<file path="config.mk">
export PLATFORM = sky130hd
export DESIGN_NAME = adc_cmd_engine
export DESIGN_NICKNAME = d
export VERILOG_FILES = /design/src/rtl/adc_eng_pkg.sv /design/src/rtl/spi_byte_shifter.sv /design/src/rtl/decode_gap_timer.sv /design/src/rtl/adc_cmd_engine.sv
export SDC_FILE = /design/constraint.sdc
export NUM_CORES = 1
export LEC_CHECK = 0
export ABC_AREA = 1
export BUFFER_PORTS_ARGS = -buffer_cell sky130_fd_sc_hd__buf_2
export CAP_MARGIN = 20
export CELL_PAD_IN_SITES_DETAIL_PLACEMENT = 1
export CELL_PAD_IN_SITES_GLOBAL_PLACEMENT = 2
export CORE_AREA = 2 2 97 99
export CTS_BUF_LIST = sky130_fd_sc_hd__clkbuf_4 sky130_fd_sc_hd__clkbuf_8 sky130_fd_sc_hd__clkbuf_16
export DETAILED_ROUTE_END_ITERATION = 8
export DIE_AREA = 0 0 99 101
export PLACE_DENSITY_LB_ADDON = 0.1
export SYNTH_ARGS = -nofsm -noshare
export SYNTH_HDL_FRONTEND = slang
export SYNTH_HIERARCHICAL = 1
export SYNTH_SLANG_ARGS = --single-unit
</file>
<file path="constraint.sdc">
create_clock -name clk -period 5.1 [get_ports clk]
set_input_delay 0.51 -clock clk [delete_from_list [all_inputs] [get_ports clk]]
set_output_delay 0.51 -clock clk [all_outputs]
set_load 0.03 [all_outputs]
</file>
<file path="src/rtl/adc_eng_pkg.sv">
package adc_eng_pkg;

    typedef enum logic [1:0] {
        KIND_CMD     = 2'd0,
        KIND_RREG    = 2'd1,
        KIND_WREG    = 2'd2,
        KIND_CMD_ALT = 2'd3
    } req_kind_t;

    typedef enum logic [2:0] {
        ST_IDLE,
        ST_SETUP,
        ST_LOAD,
        ST_XFER,
        ST_WAIT,
        ST_FINISH,
        ST_HOLD
    } eng_state_t;

    localparam logic [7:0] RREG_BASE  = 8'h20;
    localparam logic [7:0] WREG_BASE  = 8'h40;
    localparam logic [7:0] COUNT_BYTE = 8'h00;

    localparam logic [7:0] OPC_SOFT_RESET   = 8'h06;
    localparam logic [7:0] OPC_CONV_START   = 8'h08;
    localparam logic [7:0] OPC_CONV_STOP    = 8'h0A;
    localparam logic [7:0] OPC_OFFSET_CAL   = 8'h1A;
    localparam logic [7:0] OPC_HALT_STREAM  = 8'h11;
    localparam logic [7:0] OPC_FETCH_SAMPLE = 8'h12;

    function automatic int unsigned ceil_div(input int unsigned num, input int unsigned den);
        return (num + den - 1) / den;
    endfunction

endpackage

</file>
<file path="src/rtl/spi_byte_shifter.sv">
module spi_byte_shifter #(
    parameter int HALF_DIV = 2
) (
    input  logic       clk,
    input  logic       rst_n,
    input  logic       start,
    input  logic [7:0] tx_byte,
    input  logic       miso,
    output logic       sclk,
    output logic       mosi,
    output logic [7:0] rx_byte,
    output logic       byte_done
);
    localparam int CW = $clog2(HALF_DIV + 1);

    logic          active;
    logic [CW-1:0] div_cnt;
    logic [2:0]    bit_cnt;
    logic [7:0]    tx_sh;

    always_ff @(posedge clk or negedge rst_n) begin
        if (!rst_n) begin
            active    <= 1'b0;
            div_cnt   <= '0;
            bit_cnt   <= '0;
            tx_sh     <= '0;
            sclk      <= 1'b0;
            mosi      <= 1'b0;
            rx_byte   <= '0;
            byte_done <= 1'b0;
        end else begin
            byte_done <= 1'b0;
            if (start) begin
                tx_sh   <= tx_byte;
                active  <= 1'b1;
                div_cnt <= '0;
                bit_cnt <= '0;
                sclk    <= 1'b0;
            end else if (active) begin
                if (div_cnt == CW'(HALF_DIV - 1)) begin
                    div_cnt <= '0;
                    if (!sclk) begin
                        // rising edge: present the next bit
                        sclk <= 1'b1;
                        mosi <= tx_sh[7];
                    end else begin
                        // falling edge: capture the returned bit
                        sclk    <= 1'b0;
                        rx_byte <= {rx_byte[6:0], miso};
                        tx_sh   <= {tx_sh[6:0], 1'b0};
                        if (bit_cnt == 3'd7) begin
                            active    <= 1'b0;
                            byte_done <= 1'b1;
                        end else begin
                            bit_cnt <= bit_cnt + 3'd1;
                        end
                    end
                end else begin
                    div_cnt <= div_cnt + CW'(1);
                end
            end
        end
    end

    assert_mosi_steady_high_R5: assert property (@(posedge clk) disable iff (!rst_n)
        (sclk && $past(sclk)) |-> $stable(mosi));

    assert_no_start_mid_byte_R5: assert property (@(posedge clk) disable iff (!rst_n)
        start |-> !sclk);

endmodule

</file>
<file path="src/rtl/decode_gap_timer.sv">
module decode_gap_timer #(
    parameter int GAP_CYCLES = 10
) (
    input  logic clk,
    input  logic rst_n,
    input  logic start,
    output logic gap_done
);
    localparam int CW = $clog2(GAP_CYCLES + 1);

    logic          busy;
    logic [CW-1:0] remain;

    always_ff @(posedge clk or negedge rst_n) begin
        if (!rst_n) begin
            busy     <= 1'b0;
            remain   <= '0;
            gap_done <= 1'b0;
        end else begin
            gap_done <= 1'b0;
            if (start) begin
                busy   <= 1'b1;
                remain <= CW'(GAP_CYCLES - 1);
            end else if (busy) begin
                if (remain == '0) begin
                    busy     <= 1'b0;
                    gap_done <= 1'b1;
                end else begin
                    remain <= remain - CW'(1);
                end
            end
        end
    end

    assert_gap_no_restart_R6: assert property (@(posedge clk) disable iff (!rst_n)
        start |-> !busy);

endmodule

</file>
<file path="src/rtl/adc_cmd_engine.sv">
module adc_cmd_engine
    import adc_eng_pkg::*;
#(
    parameter int HALF_DIV         = 2,
    parameter int DECODE_CYCLES    = 4,
    parameter int HOST_PER_ADC_NUM = 5,
    parameter int HOST_PER_ADC_DEN = 2
) (
    input  logic       clk,
    input  logic       rst_n,
    input  logic       req_valid,
    output logic       req_ready,
    input  logic [1:0] req_kind,
    input  logic [7:0] req_opcode,
    input  logic [4:0] req_addr,
    input  logic [7:0] req_wdata,
    output logic       done,
    output logic [7:0] rd_data,
    output logic       spi_sclk,
    output logic       spi_mosi,
    input  logic       spi_miso,
    output logic       spi_cs_n
);
    localparam int GAP_RAW    = int'(ceil_div(DECODE_CYCLES * HOST_PER_ADC_NUM, HOST_PER_ADC_DEN));
    localparam int GAP_CYCLES = (GAP_RAW > 0) ? GAP_RAW : 1;

    eng_state_t state, next_state;
    logic       is_read, is_write;
    logic [7:0] op_byte, val_byte, tx_byte, rx_byte;
    logic [1:0] byte_idx;
    logic       shift_start, byte_done, gap_start, gap_done;

    spi_byte_shifter #(.HALF_DIV(HALF_DIV)) u_shifter (
        .clk       (clk),
        .rst_n     (rst_n),
        .start     (shift_start),
        .tx_byte   (tx_byte),
        .miso      (spi_miso),
        .sclk      (spi_sclk),
        .mosi      (spi_mosi),
        .rx_byte   (rx_byte),
        .byte_done (byte_done)
    );

    decode_gap_timer #(.GAP_CYCLES(GAP_CYCLES)) u_gap (
        .clk      (clk),
        .rst_n    (rst_n),
        .start    (gap_start),
        .gap_done (gap_done)
    );

    // state register
    always_ff @(posedge clk or negedge rst_n) begin
        if (!rst_n) state <= ST_IDLE;
        else        state <= next_state;
    end

    // transitions
    always_comb begin
        next_state = state;
        unique case (state)
            ST_IDLE:   if (req_valid) next_state = ST_SETUP;
            ST_SETUP:  next_state = ST_LOAD;
            ST_LOAD:   next_state = ST_XFER;
            ST_XFER: begin
                if (byte_done) begin
                    if (is_read) begin
                        if (byte_idx == 2'd0)      next_state = ST_LOAD;
                        else if (byte_idx == 2'd1) next_state = ST_WAIT;
                        else                       next_state = ST_FINISH;
                    end else if (is_write) begin
                        if (byte_idx == 2'd2) next_state = ST_WAIT;
                        else                  next_state = ST_LOAD;
                    end else begin
                        next_state = ST_FINISH;
                    end
                end
            end
            ST_WAIT:   if (gap_done) next_state = is_read ? ST_LOAD : ST_FINISH;
            ST_FINISH: next_state = ST_HOLD;
            ST_HOLD:   next_state = ST_IDLE;
            default:   next_state = ST_IDLE;
        endcase
    end

    // outputs
    always_comb begin
        req_ready   = (state == ST_IDLE);
        spi_cs_n    = (state == ST_IDLE) || (state == ST_FINISH) || (state == ST_HOLD);
        done        = (state == ST_FINISH);
        shift_start = (state == ST_LOAD);
        gap_start   = (state == ST_XFER) && (next_state == ST_WAIT);
        if (byte_idx == 2'd0)                  tx_byte = op_byte;
        else if (byte_idx == 2'd2 && is_write) tx_byte = val_byte;
        else                                   tx_byte = COUNT_BYTE;
    end

    // request capture, byte index and read data
    always_ff @(posedge clk or negedge rst_n) begin
        if (!rst_n) begin
            is_read  <= 1'b0;
            is_write <= 1'b0;
            op_byte  <= '0;
            val_byte <= '0;
            byte_idx <= '0;
            rd_data  <= '0;
        end else begin
            if (state == ST_IDLE && req_valid) begin
                is_read  <= (req_kind_t'(req_kind) == KIND_RREG);
                is_write <= (req_kind_t'(req_kind) == KIND_WREG);
                val_byte <= req_wdata;
                byte_idx <= '0;
                unique case (req_kind_t'(req_kind))
                    KIND_RREG: op_byte <= RREG_BASE | {3'b000, req_addr};
                    KIND_WREG: op_byte <= WREG_BASE | {3'b000, req_addr};
                    default:   op_byte <= req_opcode;
                endcase
            end else if (state == ST_XFER && byte_done) begin
                byte_idx <= byte_idx + 2'd1;
                if (is_read && byte_idx == 2'd2) rd_data <= rx_byte;
            end
        end
    end

    assert_sclk_within_cs_R2: assert property (@(posedge clk) disable iff (!rst_n)
        spi_sclk |-> !spi_cs_n);

    assert_wait_quiet_R6: assert property (@(posedge clk) disable iff (!rst_n)
        (state == ST_WAIT) |-> !spi_sclk);

    assert_accept_from_idle_R7: assert property (@(posedge clk) disable iff (!rst_n)
        $fell(spi_cs_n) |-> $past(req_ready));

    assert_cs_high_min_R8: assert property (@(posedge clk) disable iff (!rst_n)
        $rose(spi_cs_n) |=> spi_cs_n);

    assert_done_single_R9: assert property (@(posedge clk) disable iff (!rst_n)
        done |=> !done);

    assert_cs_rise_with_done_R9: assert property (@(posedge clk) disable iff (!rst_n)
        $rose(spi_cs_n) |-> done);

endmodule

</file>
==> qor.yml, run 1 <==
status: "finished, final reports clean"
initial_utilization: 0.357
worst_ep_arrival_time_ns: 2.36
hold_viol: 0
wl_mm: 7.24
worst_pin_slew_ns: 0.819
cp_slowest_cell: "dfrtp_1"
ant_nets: 0
finalSetupViolations: 0
cts_root_buf: "clkbuf_8"
viasPerCell: 4.71
clock_latency_ns: 0.34
hold_slack_ns: 0.346
dieHeight_um: 101
grt_max_degree: 63
period_share: 0.419
ys_seq_elements: 62
yosysSeqAreaShare: 0.484
fmax_ghz: 0.468
drt_pre_antenna_iters: 4
relSlewSlack: 0.454
cts.sinks: 62
port_buffers: 39
cpPeakStageDelay_ns: 0.41
n_antenna_cell: 0
mostFrequentLayoutCell: "nand2_1"
vias: 2579
rsz0062_at_grt: "no"
grt_pass1_vias: 2803
maxCapViolations: 0
final_cell_mix: "nand2_1 (135), dfrtp_1 (62), buf_2 (39)"
fillCellCount: 1123
antenna_found_initial: 0
r2r_slack_ns: 2.97
pre_cts_ws_ns: 2.94
r2r_start: "byte_idx[0]"
post_cts_resized: 0
coreArea_um2: 8980
syn_inst: 389
path_delay_family: "buffers and inverters"
layout-drive-gt1-share: 0.220
grt_pass1_wl_mm: 13.0
leakage_uw: 0.00200
period_minus_slack_ns: 2.13
initialDrtViolationCount: 96
rows: 35
dieArea_um2: 10000
clkTransAtPathRegs_ns: 0.08
crit_chain: "inv_1, ha_1, clkinv_1, o211ai_1, nor2_1, inv_4, nand4_2, nand2_2, o21bai_2"
peakVddDrop_mv: 0.157
start_kind: "flip-flop"
crit_buf_inv: 3
worst-setup-path-type: "reg2reg"
slew_violations: 0
cp.required_ns: 5.33
htreeDepth: 3
nNetsFinal: 467
ctsHoldBuffers: 0
syn_avg_cell_area_um2: 8.24
wl_per_cell_um: 13.2
cts_setup_buffers: 0
drc: 0
cts-buffers-inserted: 9
die_w_um: 99
path_max_fanout: 18
syn_to_final_growth_pct: 16.7
power.density_nw_per_um2: 532
io_pins: 40
setup_slack_ns: 2.97
track_usage: 0.162
reg2reg_depth: 9
ys.warnings.count: 6
post-route-cell-area_um2: 3740
cts_buffer_depth: 2
r2r_end: "u_gap/remain[2]"
hold_class: "in2async"
fin_tns_setup_ns: 0
final.setup_skew_ns: 0.0108
ys_types: 34
cts_tree: "built"
syn_area_um2: 3210
dp.final_hpwl_mm: 5.05
endpoint_kind: "flip-flop"
utilization: 0.417
gp_congestion: 0.701
synth_nets: 425
placed_area_um2: 3470
grt_overflow: 0
-- state kept, by name, summed over array words and instances, names as in the netlist --
| register | flops |
|---|---|
| op_byte | 8 |
| rd_data | 8 |
| u_shifter/rx_byte | 8 |
| u_shifter/tx_sh | 8 |
| val_byte | 8 |
| u_gap/remain | 4 |
| state | 3 |
| u_shifter/bit_cnt | 3 |
| byte_idx | 2 |
| u_shifter/div_cnt | 2 |
| is_read | 1 |
| is_write | 1 |
| u_gap/busy | 1 |
| u_gap/gap_done | 1 |
| u_shifter/active | 1 |
| u_shifter/byte_done | 1 |
| u_shifter/mosi | 1 |
| u_shifter/sclk | 1 |
-- through the flow --
step                      power [µW]  instances
after detailed placement        1430        531
after CTS                       2020        547
after global placement          1410        531
after global routing            2170        547
after floorplan                 1270        389
final                           1990        547
-- cells in the mapped netlist, drive strengths merged --
| master | n | area, µm² |
|---|---|---|
| nand2 | 146 | 594 |
| buf | 8 | 71.3 |
| o21bai | 2 | 18.8 |
| nand3 | 41 | 250 |
| clkbuf | 1 | 3.75 |
| dfrtp | 62 | 1550 |
| nor2 | 19 | 88.8 |
| nand4 | 2 | 18.8 |
| ha | 9 | 113 |
| o211ai | 3 | 22.5 |
| a21o | 1 | 7.51 |
| o21ai | 42 | 248 |
| nand3b | 1 | 7.51 |
| inv | 45 | 171 |
| a31oi | 1 | 6.26 |
| clkinv | 2 | 7.51 |
| nor3 | 1 | 5.00 |
| or2 | 2 | 12.5 |
| nor3b | 1 | 7.51 |
-- metal layers --
layer,share of wire,global-route usage,vias to the layer above
met3,0.023,0.0298,10
met4,0.013,0.0569,0
li1,-,-,1319
met2,0.50,0.280,30
met1,0.46,0.205,1220
met5,0,0,-
-- area by class of cell --
cell class              count  area [µm²]  share of cell area
inverters                  47         179              0.0478
clock inverters             7         146              0.0391
multi-input cells         271        1400               0.374
flip-flops and latches     62        1550               0.415
repair buffers             40         203              0.0542
clock buffers               9         124              0.0331
well taps                 111         139              0.0371
-- worst max-delay path by stage --
stage                     cells past startpoint              end   startpoint  slack [ns]
final                                         9  u_gap/remain[2]  byte_idx[0]        2.97
after CTS                                     9  u_gap/remain[2]  byte_idx[0]        2.94
after global placement                        9  u_gap/remain[2]  byte_idx[0]        2.99
after detailed placement                      9  u_gap/remain[2]  byte_idx[0]        2.94
after global routing                         10  u_gap/remain[3]  byte_idx[0]        2.65
after floorplan                               5         spi_cs_n     state[1]        3.23
-- logic make-up after synthesis --
kind of cell,synth area share
buf+inv,0.0792
flops,0.484
simple gates,0.307
fa+ha+maj,0.0351
compound gates,0.0945
-- where the power goes --
group          switching (µW)  leakage [µW]  internal [µW]
registers                 110      0.000802            652
clock network             208      0.000134            377
logic                     444       0.00106            201
(Power assumes the default switching activity.)
==> run 2, diff against run 1 <==
--- a/config.mk
+++ b/config.mk
@@ -10,10 +10,10 @@
 export CAP_MARGIN = 20
 export CELL_PAD_IN_SITES_DETAIL_PLACEMENT = 1
 export CELL_PAD_IN_SITES_GLOBAL_PLACEMENT = 2
-export CORE_AREA = 2 2 97 99
+export CORE_AREA = 2 2 105 107
 export CTS_BUF_LIST = sky130_fd_sc_hd__clkbuf_4 sky130_fd_sc_hd__clkbuf_8 sky130_fd_sc_hd__clkbuf_16
 export DETAILED_ROUTE_END_ITERATION = 8
-export DIE_AREA = 0 0 99 101
+export DIE_AREA = 0 0 107 109
 export PLACE_DENSITY_LB_ADDON = 0.1
 export SYNTH_ARGS = -nofsm -noshare
 export SYNTH_HDL_FRONTEND = slang
==> constraint.sdc (replaced) <==
create_clock -name clk -period 1.8 [get_ports clk]
set_input_delay 0.18 -clock clk [delete_from_list [all_inputs] [get_ports clk]]
set_output_delay 0.18 -clock clk [all_outputs]
set_load 0.03 [all_outputs]
==> qor.yml, run 2 (synthesis gave the netlist of run 1 again) <==
worst_pin_slew_ns: 0.352  # was 0.819 ns
clock_latency_ns: 0.34  # about the same
ant_nets: 0  # unchanged
path_max_fanout: 5  # was 18
dieArea_um2: 11700  # was 10000 µm²
drt_pre_antenna_iters: 4  # unchanged
track_usage: 0.144  # was 0.162
slew_violations: 0  # unchanged
rows: 38  # was 35
cts_root_buf: "clkbuf_8"  # unchanged
cts_tree: "built"  # unchanged
clkTransAtPathRegs_ns: 0.07  # was 0.08 ns
hold_viol: 0  # unchanged
fmax_ghz: 0.609  # was 0.468 GHz
initialDrtViolationCount: 104  # was 96
leakage_uw: 0.00205  # was 0.00200 µW
period_share: 0.912  # was 0.419
relSlewSlack: 0.765  # was 0.454
io_pins: 40  # unchanged
vias: 2631  # was 2579
power.density_nw_per_um2: 1430  # was 532 nW/µm²
nNetsFinal: 481  # was 467
status: "finished, final reports clean"  # unchanged
layout-drive-gt1-share: 0.256  # was 0.220
mostFrequentLayoutCell: "nand2_1"  # unchanged
period_minus_slack_ns: 1.64  # was 2.13 ns
cts-buffers-inserted: 9  # unchanged
gp_congestion: 0.759  # was 0.701
worst-setup-path-type: "reg2reg"  # unchanged
peakVddDrop_mv: 0.475  # was 0.157 mV
final_cell_mix: "nand2_1 (135), dfrtp_1 (60), buf_2 (39)"  # was nand2_1 (135), dfrtp_1 (62), buf_2 (39)
met1_usage: 0.183  # was 0.205
grt_pass1_wl_mm: 13.1  # was 13.0 mm
port_buffers: 39  # unchanged
coreArea_um2: 10600  # was 8980 µm²
grt_max_degree: 63  # unchanged
wl_per_cell_um: 12.7  # was 13.2 µm
die_w_um: 107  # was 99 µm
cts_buffer_depth: 2  # unchanged
wl_mm: 7.49  # was 7.24 mm
stdcell_count: 590  # was 547
n_antenna_cell: 0  # unchanged
initial_utilization: 0.302  # was 0.357
syn_to_final_growth_pct: 20.5  # was 16.7%
start_kind: "flip-flop"  # unchanged
setup_slack_ns: 0.159  # was 2.97 ns
cp.required_ns: 2.02  # was 5.33 ns
endpoint_kind: "flip-flop"  # unchanged
grt_overflow: 0  # unchanged
grt_pass1_vias: 2751  # was 2803
maxCapViolations: 0  # unchanged
final.setup_skew_ns: 0.0119  # was 0.0108 ns
grtUsageMet3: 0.0233  # was 0.0298
grt_busiest_layer: "met2"  # unchanged
dp_cells: 572  # was 531
viasPerCell: 4.46  # was 4.71
dieHeight_um: 109  # was 101 µm
worst_ep_arrival_time_ns: 1.86  # was 2.36 ns
dp.final_hpwl_mm: 5.36  # was 5.05 mm
pre_cts_ws_ns: 0.128  # was 2.94 ns
htreeDepth: 3  # unchanged
grtUsageMet2: 0.246  # was 0.280
antenna_found_initial: 0  # unchanged
hold_class: "in2reg"  # was in2async
cts.sinks: 62  # unchanged
finalSetupViolations: 0  # unchanged
r2r_slack_ns: 0.16  # was 2.97 ns
drc: 0  # unchanged
-- run 2: changes by cell type in the layout (fill, tap and decap cells not counted), moves of 2 or more --
| cell | delta |
|---|---|
| clkinv_4 | -3 |
| clkinv_2 | +2 |
| inv_2 | +3 |
| buf_4 | +12 |
| inv_1 | -2 |
| bufinv_16 | -2 |
| dfrtp_2 | +2 |
| clkinvlp_4 | +2 |
| dfrtp_1 | -2 |
-- run 2: layer usage --
metal / share of wire / vias up / routed length, µm
met4: 0.014 / 0 / 103
met3: 0.019 / 10 / 145
met2: 0.49 / 22 / 3690
met5: 0 / - / 0
met1: 0.47 / 1254 / 3550
li1: - / 1345 / -
-- run 2: timing repair --
item / in CTS / in global routing
setup endpoints to repair: 0 / 8
hold endpoints to repair: 62 / 0
setup buffers: 0 / 1
resized for setup: 0 / 8
hold buffers: 1 / 0
-- run 2: report_power, final --
part | switching (µW) | internal (µW) | total [µW]
clock | 587 | 813 | 1400
combinational | 1300 | 669 | 1970
sequential | 307 | 1850 | 2160
total | 2200 | 3330 | 5530
-- run 2: critical path, stage by stage, from the launching register on --
cell	delay, ns
dfrtp_1	0.41
inv_2	0.05
ha_1	0.20
nand3b_1	0.17
o211ai_1	0.13
nor2_1	0.08
buf_4	0.16
inv_6	0.08
nand4_2	0.09
nand2_2	0.10
o21bai_2	0.05
-- run 2: through the flow --
step / power (µW) / hold WS, ns / setup TNS [ns] / area [µm²] / utilization
3_5_place_dp: 4190 / 0.226 / 0 / 3610 / 0.341
4_1_cts: 5620 / 0.0164 / 0 / 3840 / 0.363
5_1_grt: 6060 / 0.0351 / -0.0000928 / 3860 / 0.364
3_3_place_gp: 4130 / 0.228 / 0 / 3610 / 0.341
6_report: 5530 / 0.0331 / 0 / 3860 / 0.364
2_1_floorplan: 3590 / -0.116 / 0 / 3210 / -
-- run 2: path summary, 6_finish.rpt --
| kind | startpoint | depth (start not counted) | to |
|---|---|---|---|
| max in group asynchronous | rst_n | 3 | val_byte[2] |
| min in group asynchronous | rst_n | 3 | u_gap/gap_done |
| worst max-delay path | byte_idx[0] | 10 | u_gap/remain[2] |
| worst max register to register | byte_idx[0] | 10 | u_gap/remain[2] |
| worst min register to register | u_shifter/mosi | 2 | u_shifter/mosi |
| worst min-delay path | req_wdata[4] | 3 | val_byte[4] |
-- run 2: cell type report --
type / instances / area, µm²
clock inverter: 6 / 85.1
tap: 140 / 175
timing repair buffer: 54 / 323
multi-input combinational: 271 / 1410
fill: 1295 / 6740
inverter: 47 / 181
clock buffer: 10 / 138
sequential: 62 / 1550
